<file path="src/rtl/sio_pkg.sv">
package sio_pkg;
  localparam int MAX_BITS = 9;

  typedef enum logic [2:0] {
    PAR_NONE  = 3'd0,
    PAR_EVEN  = 3'd1,
    PAR_ODD   = 3'd2,
    PAR_ONE   = 3'd3,
    PAR_ZERO  = 3'd4
  } par_e;

  function automatic logic par_used(logic [2:0] m);
    return (m >= 3'd1) && (m <= 3'd4);
  endfunction

  function automatic logic par_value(logic [2:0] m, logic [MAX_BITS-1:0] d, logic [3:0] n);
    logic x;
    x = 1'b0;
    for (int i = 0; i < MAX_BITS; i++)
      if (i < int'(n)) x = x ^ d[i];
    case (m)
      3'd1:    return x;
      3'd2:    return ~x;
      3'd3:    return 1'b1;
      default: return 1'b0;
    endcase
  endfunction
endpackage

</file>
<file path="src/rtl/sio_baud.sv">
module sio_baud #(
  parameter int DIV_W = 12
) (
  input  logic             clk,
  input  logic             rst_n,
  input  logic [DIV_W-1:0] div,
  output logic             tick
);
  logic [DIV_W-1:0] cnt_q, cnt_d;

  always_comb begin
    tick  = (cnt_q >= div);
    cnt_d = tick ? '0 : cnt_q + 1'b1;
  end

  always_ff @(posedge clk or negedge rst_n)
    if (!rst_n) cnt_q <= '0;
    else        cnt_q <= cnt_d;
endmodule

</file>
<file path="src/rtl/sio_tx.sv">
module sio_tx
  import sio_pkg::*;
#(
  parameter int OVS = 16
) (
  input  logic                clk,
  input  logic                rst_n,
  input  logic                tick,
  input  logic                en,
  input  logic                hold_full,
  input  logic [MAX_BITS-1:0] hold_data,
  input  logic [3:0]          nbits,
  input  logic [2:0]          pmode,
  output logic                txd,
  output logic                take,
  output logic                frame_end,
  output logic                busy
);
  localparam int SUB_W = $clog2(OVS);
  localparam int FRM_W = MAX_BITS + 3;

  logic             busy_q, busy_d;
  logic [FRM_W-1:0] frm_q, frm_d, frm_new;
  logic [3:0]       len_q, len_d, len_new, idx_q, idx_d;
  logic [SUB_W-1:0] sub_q, sub_d;
  logic             pu, pv;

  always_comb begin
    pu = par_used(pmode);
    pv = par_value(pmode, hold_data, nbits);
    frm_new    = '1;
    frm_new[0] = 1'b0;
    for (int i = 0; i < MAX_BITS; i++)
      if (i < int'(nbits)) frm_new[i+1] = hold_data[i];
    for (int i = 0; i < FRM_W; i++)
      if (pu && (i == int'(nbits) + 1)) frm_new[i] = pv;
    len_new = nbits + 4'd2 + {3'b000, pu};
  end

  always_comb begin
    busy_d    = busy_q;
    frm_d     = frm_q;
    len_d     = len_q;
    idx_d     = idx_q;
    sub_d     = sub_q;
    frame_end = 1'b0;
    take      = !busy_q && en && hold_full && tick;
    if (take) begin
      busy_d = 1'b1;
      frm_d  = frm_new;
      len_d  = len_new;
      idx_d  = '0;
      sub_d  = '0;
    end else if (busy_q && tick) begin
      if (sub_q == SUB_W'(OVS - 1)) begin
        sub_d = '0;
        if (idx_q == len_q - 4'd1) begin
          busy_d    = 1'b0;
          frame_end = 1'b1;
        end else begin
          idx_d = idx_q + 4'd1;
        end
      end else begin
        sub_d = sub_q + 1'b1;
      end
    end
  end

  always_ff @(posedge clk or negedge rst_n)
    if (!rst_n) begin
      busy_q <= 1'b0;
      frm_q  <= '1;
      len_q  <= '0;
      idx_q  <= '0;
      sub_q  <= '0;
    end else begin
      busy_q <= busy_d;
      frm_q  <= frm_d;
      len_q  <= len_d;
      idx_q  <= idx_d;
      sub_q  <= sub_d;
    end

  assign txd  = busy_q ? frm_q[idx_q] : 1'b1;
  assign busy = busy_q;
endmodule

</file>
<file path="src/rtl/sio_rx.sv">
module sio_rx
  import sio_pkg::*;
#(
  parameter int OVS = 16
) (
  input  logic                clk,
  input  logic                rst_n,
  input  logic                tick,
  input  logic                en,
  input  logic                rxd,
  input  logic [3:0]          nbits,
  input  logic [2:0]          pmode,
  output logic                done,
  output logic                ferr,
  output logic [MAX_BITS-1:0] data
);
  localparam int SUB_W = $clog2(OVS);
  localparam int HALF  = OVS / 2;

  typedef enum logic [1:0] {R_IDLE, R_START, R_BITS, R_WAIT} rst_e;

  rst_e                st_q, st_d;
  logic [SUB_W-1:0]    sub_q, sub_d;
  logic [3:0]          idx_q, idx_d, last;
  logic [MAX_BITS-1:0] sh_q, sh_d;

  always_comb begin
    last  = nbits + {3'b000, par_used(pmode)};
    st_d  = st_q;
    sub_d = sub_q;
    idx_d = idx_q;
    sh_d  = sh_q;
    done  = 1'b0;
    ferr  = 1'b0;
    case (st_q)
      R_IDLE:
        if (tick && !rxd) begin
          st_d  = R_START;
          sub_d = '0;
        end
      R_START:
        if (tick) begin
          if (sub_q == SUB_W'(HALF - 1)) begin
            st_d  = rxd ? R_IDLE : R_BITS;
            sub_d = '0;
            idx_d = '0;
            sh_d  = '0;
          end else begin
            sub_d = sub_q + 1'b1;
          end
        end
      R_BITS:
        if (tick) begin
          if (sub_q == SUB_W'(OVS - 1)) begin
            sub_d = '0;
            for (int i = 0; i < MAX_BITS; i++)
              if ((i == int'(idx_q)) && (idx_q < nbits)) sh_d[i] = rxd;
            if (idx_q == last) begin
              done = 1'b1;
              ferr = !rxd;
              st_d = rxd ? R_IDLE : R_WAIT;
            end else begin
              idx_d = idx_q + 4'd1;
            end
          end else begin
            sub_d = sub_q + 1'b1;
          end
        end
      default:
        if (rxd) st_d = R_IDLE;
    endcase
    if (!en) begin
      st_d = R_IDLE;
      done = 1'b0;
    end
  end

  always_ff @(posedge clk or negedge rst_n)
    if (!rst_n) begin
      st_q  <= R_IDLE;
      sub_q <= '0;
      idx_q <= '0;
      sh_q  <= '0;
    end else begin
      st_q  <= st_d;
      sub_q <= sub_d;
      idx_q <= idx_d;
      sh_q  <= sh_d;
    end

  assign data = sh_q;
endmodule

</file>
<file path="src/rtl/sio_port.sv">
module sio_port
  import sio_pkg::*;
#(
  parameter int BUS_W = 12,
  parameter int OVS   = 16,
  parameter int RXQ_D = 2
) (
  input  logic             clk,
  input  logic             rst_n,
  input  logic [1:0]       addr,
  input  logic             wr_en,
  input  logic             rd_en,
  input  logic [BUS_W-1:0] wdata,
  output logic [BUS_W-1:0] rdata,
  input  logic             rxd,
  output logic             txd,
  output logic             irq_rx,
  output logic             irq_empty,
  output logic             irq_txdone
);
  localparam int CNT_W  = $clog2(RXQ_D + 1);
  localparam int CTRL_W = 10;

  logic [1:0] rs_q;
  logic       rst_i;
  logic [1:0] rx_s_q;

  always_ff @(posedge clk or negedge rst_n)
    if (!rst_n) rs_q <= '0;
    else        rs_q <= {rs_q[0], 1'b1};
  assign rst_i = rs_q[1];

  always_ff @(posedge clk or negedge rst_i)
    if (!rst_i) rx_s_q <= '1;
    else        rx_s_q <= {rx_s_q[0], rxd};

  logic [CTRL_W-1:0]   ctrl_q, ctrl_d;
  logic [BUS_W-1:0]    div_q, div_d;
  logic [MAX_BITS-1:0] hold_q, hold_d;
  logic                hold_full_q, hold_full_d;
  logic                txdone_q, txdone_d;
  logic                ovr_q, ovr_d;
  logic [MAX_BITS-1:0] qd_q [RXQ_D];
  logic [MAX_BITS-1:0] qd_d [RXQ_D];
  logic                qf_q [RXQ_D];
  logic                qf_d [RXQ_D];
  logic [CNT_W-1:0]    cnt_q, cnt_d, cnt_p;

  logic                wr_dat, wr_sta, wr_ctl, wr_div, pop;
  logic                tick, tx_take, tx_end, tx_busy;
  logic                rx_done, rx_ferr;
  logic [MAX_BITS-1:0] rx_data;
  logic [3:0]          nbits;
  logic [2:0]          pmode;
  logic                rx_en, tx_en;

  assign nbits = 4'd6 + {2'b00, ctrl_q[6:5]};
  assign pmode = ctrl_q[9:7];
  assign rx_en = ctrl_q[0];
  assign tx_en = ctrl_q[1];

  sio_baud #(.DIV_W(BUS_W)) u_baud (
    .clk(clk), .rst_n(rst_i), .div(div_q), .tick(tick)
  );

  sio_tx #(.OVS(OVS)) u_tx (
    .clk(clk), .rst_n(rst_i), .tick(tick), .en(tx_en), .hold_full(hold_full_q),
    .hold_data(hold_q), .nbits(nbits), .pmode(pmode), .txd(txd), .take(tx_take),
    .frame_end(tx_end), .busy(tx_busy)
  );

  sio_rx #(.OVS(OVS)) u_rx (
    .clk(clk), .rst_n(rst_i), .tick(tick), .en(rx_en), .rxd(rx_s_q[1]),
    .nbits(nbits), .pmode(pmode), .done(rx_done), .ferr(rx_ferr), .data(rx_data)
  );

  always_comb begin
    wr_dat = wr_en && (addr == 2'd0);
    wr_sta = wr_en && (addr == 2'd1);
    wr_ctl = wr_en && (addr == 2'd2);
    wr_div = wr_en && (addr == 2'd3);
    pop    = rd_en && (addr == 2'd0) && (cnt_q != '0);

    ctrl_d = wr_ctl ? wdata[CTRL_W-1:0] : ctrl_q;
    div_d  = wr_div ? wdata : div_q;

    hold_d      = hold_q;
    hold_full_d = hold_full_q;
    if (tx_take) hold_full_d = 1'b0;
    if (wr_dat) begin
      hold_d      = wdata[MAX_BITS-1:0];
      hold_full_d = 1'b1;
    end

    txdone_d = txdone_q;
    if (tx_end && !hold_full_q)   txdone_d = 1'b1;
    if (wr_sta && wdata[2])       txdone_d = 1'b0;
    if (wr_dat)                   txdone_d = 1'b0;

    for (int i = 0; i < RXQ_D; i++) begin
      qd_d[i] = qd_q[i];
      qf_d[i] = qf_q[i];
    end
    if (pop)
      for (int i = 0; i < RXQ_D - 1; i++) begin
        qd_d[i] = qd_q[i+1];
        qf_d[i] = qf_q[i+1];
      end
    cnt_p = cnt_q - CNT_W'(pop);
    cnt_d = cnt_p;
    ovr_d = pop ? 1'b0 : ovr_q;
    if (rx_done) begin
      if (cnt_p < CNT_W'(RXQ_D)) begin
        for (int i = 0; i < RXQ_D; i++)
          if (CNT_W'(i) == cnt_p) begin
            qd_d[i] = rx_data;
            qf_d[i] = rx_ferr;
          end
        cnt_d = cnt_p + 1'b1;
      end else begin
        ovr_d = 1'b1;
      end
    end
  end

  always_ff @(posedge clk or negedge rst_i)
    if (!rst_i) begin
      ctrl_q      <= '0;
      div_q       <= '0;
      hold_q      <= '0;
      hold_full_q <= 1'b0;
      txdone_q    <= 1'b0;
      ovr_q       <= 1'b0;
      cnt_q       <= '0;
      for (int i = 0; i < RXQ_D; i++) begin
        qd_q[i] <= '0;
        qf_q[i] <= 1'b0;
      end
    end else begin
      ctrl_q      <= ctrl_d;
      div_q       <= div_d;
      hold_q      <= hold_d;
      hold_full_q <= hold_full_d;
      txdone_q    <= txdone_d;
      ovr_q       <= ovr_d;
      cnt_q       <= cnt_d;
      for (int i = 0; i < RXQ_D; i++) begin
        qd_q[i] <= qd_d[i];
        qf_q[i] <= qf_d[i];
      end
    end

  logic rx_avail, head_ferr;
  logic [4:0] stat;

  always_comb begin
    rx_avail  = (cnt_q != '0);
    head_ferr = qf_q[0] && rx_avail;
    stat      = {ovr_q, head_ferr, txdone_q, !hold_full_q, rx_avail};
    case (addr)
      2'd0:    rdata = BUS_W'(qd_q[0]);
      2'd1:    rdata = BUS_W'(stat);
      2'd2:    rdata = BUS_W'(ctrl_q);
      default: rdata = div_q;
    endcase
    irq_rx     = rx_avail && ctrl_q[2];
    irq_empty  = !hold_full_q && ctrl_q[3];
    irq_txdone = txdone_q && ctrl_q[4];
  end
endmodule

</file>
<file path="config.mk">
export PLATFORM = sky130hd
export DESIGN_NAME = sio_port
export DESIGN_NICKNAME = d
export VERILOG_FILES = /design/src/rtl/sio_pkg.sv /design/src/rtl/sio_baud.sv /design/src/rtl/sio_tx.sv /design/src/rtl/sio_rx.sv /design/src/rtl/sio_port.sv
export SDC_FILE = /design/constraint.sdc
export NUM_CORES = 1
export LEC_CHECK = 0
export BUFFER_PORTS_ARGS = -buffer_cell sky130_fd_sc_hd__buf_2
export CORE_AREA = 2 2 131 133
export DETAILED_ROUTE_END_ITERATION = 12
export DIE_AREA = 0 0 133 135
export SLEW_MARGIN = 20
export SYNTH_ARGS = -nofsm -noshare
export SYNTH_HDL_FRONTEND = slang
export SYNTH_SLANG_ARGS = --single-unit
</file>
<file path="constraint.sdc">
create_clock -name clk -period 4.4 [get_ports clk]
set_input_delay 0.88 -clock clk [delete_from_list [all_inputs] [get_ports clk]]
set_output_delay 0.88 -clock clk [all_outputs]
set_load 0.02 [all_outputs]
</file>
# Word-level counts from Yosys, hierarchy flattened
# Cells that the tools add are included.
# word_totals
reg_bits,116
input_bits,19
out_inout_bits,16
elab_cells,311
# op_classes
n_addsub,13
order_cmp,15
n_eq_ne,56
n_mux,117
bitwise,9
reduce_logical,70
# ops
op,n
$eq A4 B32 Y1 const A,4
$eq A5 B32 Y1 const A,4
$mux W1,69
$mux W4,17
$eq A3 B32 Y1 const A,2
$mux W9,7
$reduce_and A6 Y1,10
$logic_and A1 B1 Y1,39
$mux W18,2
$pmux W12 S3,1
$eq A2 B32 Y1 const A,1
$logic_not A32 Y1,1
$mux W2,14
$ne A2 B1 Y1 const B,14
$eq A4 B4 Y1 const A,5
$ne A3 B2 Y1 const B,6
$pmux W9 S2,1
$add A4 B1 Y4 const B,4
$lt A3 B4 Y1 const A,4
$add A12 B1 Y12 const B,1
$ge A12 B12 Y1,1
$mux W12,1
$pmux W4 S3,1
$reduce_bool A2 Y1,6
other kinds (40),65

# Longest topological paths before layout
# depth
ltp_word,22
depth_mapped,11

# By module
# From an unflattened synthesis, not the netlist that was laid out.
# unflattened
cells_unflattened,665
hier_area_um2,6921.6
# by_module_without_submodules
mod,instances,cells_per_inst,area_per_inst_um2,seq_area_each_um2
sio_port,1,213,2750.1,1503.9
sio_tx,1,184,1711.6,640.6
sio_rx,1,170,1520.2,475.5
sio_baud,1,98,939.7,300.3

# Worst setup path after synthesis
# Ideal clock, no wire load.
# synth_path
kind,input-to-reg
start,in addr[0]
end,reg qd_q[0] in the netlist's numbering
setup_ps,125
arrival_ps,3152
required_time_ps,4275
path_slack_ps,1123
path_stages,9
n_path_buf,1
path_cell_list,clkbuf_1 > nor2_1 > nand3_1 > clkinv_1 > ha_1 > xnor2_1 > ha_1 > nand3_4 > mux2_2
# synth_between
elab_chain_cells,6
elab_cells_between_ends,7
classes_between,add/sub (1); order compare (1); eq/ne (1); reduce/logical (4)
# synth_lines
element,line_no,text
start: declaration,sio_port.sv:10,"input logic [1:0] addr,"
$logic_not A2 Y1 *,sio_port.sv:82,pop = rd_en && (addr == 2'd0) && (cnt_q != '0);
$logic_and A1 B1 Y1 * (2 in a row),sio_port.sv:82,
$sub A2 B1 Y2 *,sio_port.sv:109,cnt_p = cnt_q - CNT_W'(pop);
$lt A2 B2 Y1 or $eq A1 B2 Y1 (tied branches),"sio_port.sv:113, sio_port.sv:115",
$reduce_and A3 Y1 (no source line) *,--,
end signal: indexed assignment,sio_port.sv:148,qd_q[i] <= qd_d[i];
end: declaration,sio_port.sv:43,logic [MAX_BITS-1:0] qd_q [RXQ_D];
# Every way passes the cells marked *; elsewhere a longest branch is shown, timed or not.
# A chain may end at the register's enable or synchronous reset.

==> impl_metrics.yaml <==
run_status:
  status: "complete, no violations"
global_routing:
  grt_pass1_wl_um: 25600
  grt_max_degree: 81
  grtUsageTotal: 0.185
  antenna_found_initial: 0
  first_global_vias: 4848
  grt_overflow: 0
final_layout:
  seq_area_um2: 2920
  synthToLayoutAreaGrowth_pct: 14.8
  fin_nets: 707
  diodes: 0
  fill_cells: 1499
  final_layout_size_suffix_gt1_frac: 0.262
  multi_input_area_um2: 3360
  fin_util: 0.457
floorplan:
  core_area_um2: 16400
  fp.dieH_um: 135
  dieArea_um2: 18000
  die_w_um: 133
  num_rows: 47
  initial_utilization: 0.398
  ios: 35
clock_network:
  postCtsSetupBuffers: 0
  hold_buffers: 0
  htreeDepth: 4
  clkTransAtPathRegs_ps: 60
  cts_resized: 0
  cts-root-buf: "clkbuf_16"
  clock_path_buffers: 2
  cts_buffers: 17
  tritoncts: "built"
  worstSkewPairLatency_ps: 420
  numClockSinks: 116
critical_path:
  rr_worst_depth: 11
  worstSetupPathType: "flip-flop to flip-flop"
  max_stage_delay_ps: 500
  critPathTopFamily: "simple AND/OR/NAND/NOR gates"
  crit_chain: "nor2_1 > xnor2_1 > ha_1 > inv_1 > ha_1 > xnor2_1 > nor4_4 > nand4_2 > a211oi_4 > nand3_4 > mux2_2"
  crit_path_start_kind: "flip-flop"
  cp.buffers_inverters: 1
  cp.required_ps: 4700
  r2r-end: "qd_q[17]$_DFF_PN0_"
  crit_path_end_kind: "flip-flop"
  regToRegSetupSlack_ps: 1140
  r2r-start: "ctrl_q[8]$_DFFE_PN0P_"
  crit_slowest_cell: "nor4_4"
  cp_max_fo: 10
  cp_data_arrival_time_ps: 3560
routing:
  route.detailed.drc: 0
  drtAntennaViolNets: 0
  drtIter0Drc: 305
  wl_per_cell_um: 17.7
  first_pass_iters: 4
  vias: 4837
  via_per_inst: 5.47
  drt_wl_total_um: 15700
synth:
  syn_area_um2: 6540
  muxShareOfSynthArea: 0.151
  ys_ff_latch: 116
  synth_top_family_by_area: "simple AND/OR/NAND/NOR gates"
  synth_cell_types: 67
  syn_nets: 670
  synth.avg_cell_area_um2: 10.6
  synth-main-ff-cell: "dfrtp_1"
  synth_xor_area_frac: 0.0375
  yosysMostFrequentCell: "dfrtp_1"
  synth_edf_count: 0
  yosysTopAreaCell: "dfrtp_1"
  synth_compound_area_frac: 0.101
  seq_area_frac_synth: 0.447
  synthAdderAreaFrac: 0.0689
  synth_warnings: 0
  syn_inst: 615
  yosys-top-cells-area: "dfrtp_1, mux2_2, ha_1"
  synthDominantCellAreaShare: 0.391
  synthArstFlopShare: 1.00
  yosys.area_share.simple: 0.155
  synth_common_cells: "dfrtp_1, nand2_1, mux2_2"
placement:
  port_buffers: 34
  place_congestion: 0.858
  place.detailed.hpwl_um: 11200
sta:
  finClkSkew_ps: 7.02
  finalCriticalPeriod_ps: 3260
  tightest_slew_ps: 1000
  hold_viol: 0
  setup_viol: 0
  period_share: 0.741
  relSlewSlack: 0.332
  fmax_ghz: 0.307
  fin_tns_setup_ps: 0
  drv_slew: 0
  grt_setup_unrepaired: "false"
power_and_ir_drop:
  power_density_nw_per_um2: 545
  ir_drop_mv: 0.311
  leakagePower_nw: 3.46
flow_run:
  max-cap-violations: 0
min_path:
  holdCritPathClass: "primary input to async pin"
[metal layers]
metal | share of wire | global-route usage
met2 | 0.46 | 0.289
met5 | 0 | 0
met1 | 0.47 | 0.247
met3 | 0.052 | 0.0469
met4 | 0.024 | 0.0800
[cell usage in the layout (no fill, tap or decap), types with 5 or more instances in the layout]
master     instances
a211oi_1           6
a21o_1             8
a21oi_1           12
and2_1             8
and3_1            10
buf_2             34
buf_4              7
clkbuf_16         17
dfrtp_1          101
dfstp_2           14
ha_1              36
inv_1             37
mux2_2            59
mux2i_1           14
mux4_2             8
nand2_1           72
nand2b_1           5
nand3_1           20
nand4_1           12
nor2_1            32
nor3_1             8
o21ai_0           26
or2_2              5
xnor2_1           18
xor2_1            10
[flip-flops by register name, indices dropped and copies added, names as in the netlist, 4 cells and up]
register,flops
u_baud.cnt_q,12
u_tx.len_q,4
u_rx.idx_q,4
qd_q,18
u_tx.idx_q,4
u_tx.frm_q,12
hold_q,9
u_tx.sub_q,4
u_rx.sub_q,4
div_q,12
u_rx.data,9
ctrl_q,10
[cell families (layout without fill, tap and decap cells)]
family,after synthesis,count (layout)
and+or+nand+nor,198,198
adders and majority gates,36,36
buffers and inverters,62,112
xor gates and xnor gates,28,28
AOI/OAI and AO/OA,93,93
DFF,116,116
muxes,81,81
other,1,1
[power by group]
group	internal, W	switching, W	total [W]
clock	0.000789	0.000502	0.00129
sequential	0.00132	0.000233	0.00155
combinational	0.000534	0.000714	0.00125
[how the worst max path moves through the flow]
stage	start	endpoint	slack (ps)	cells after the start
6_report	ctrl_q[8]$_DFFE_PN0P_	qd_q[17]$_DFF_PN0_	1140	11
3_5_place_dp	addr[0]	qd_q[8]$_DFFE_PN0P_	1010	11
5_1_grt	ctrl_q[8]$_DFFE_PN0P_	qd_q[6]$_DFFE_PN0P_	970	11
4_1_cts	ctrl_q[8]$_DFFE_PN0P_	qd_q[8]$_DFFE_PN0P_	1180	11
3_3_place_gp	addr[0]	qd_q[2]$_DFFE_PN0P_	1120	11
2_1_floorplan	rs_q[1]$_DFF_PN0_	cnt_q[0]$_DFF_PN0_	950	0
[stage by stage]
| step | hold slack, ps | power, W | std cells | area, um2 | setup WS (ps) |
|---|---|---|---|---|---|
| after floorplan | 331 | 0.00245 | 615 | 6540 | 954 |
| after global placement | 337 | 0.00274 | 852 | 6930 | 1120 |
| after detailed placement | 343 | 0.00279 | 852 | 6930 | 1010 |
| after CTS | 219 | 0.00411 | 884 | 7480 | 1180 |
| after global routing | 219 | 0.00434 | 885 | 7500 | 975 |
| final | 234 | 0.00409 | 885 | 7500 | 1140 |
[final cells by class]
cell class                 count  area share
inverter                      38      0.0190
multi-input combinational    437       0.448
clock inverter                12      0.0143
clock buffer                  20      0.0595
timing repair buffer          42      0.0324
sequential                   116       0.390
tap                          220      0.0367
[worst reg2reg max path, stage by stage, from the launching register on]
cell and delay, ps:
dfrtp_1 410, nor2_1 190, xnor2_1 200, ha_1 240, inv_1 70, ha_1 190, xnor2_1 150, nor4_4 500
nand4_2 210, a211oi_4 430, nand3_4 230, mux2_2 340
(Power assumes the default switching activity.)
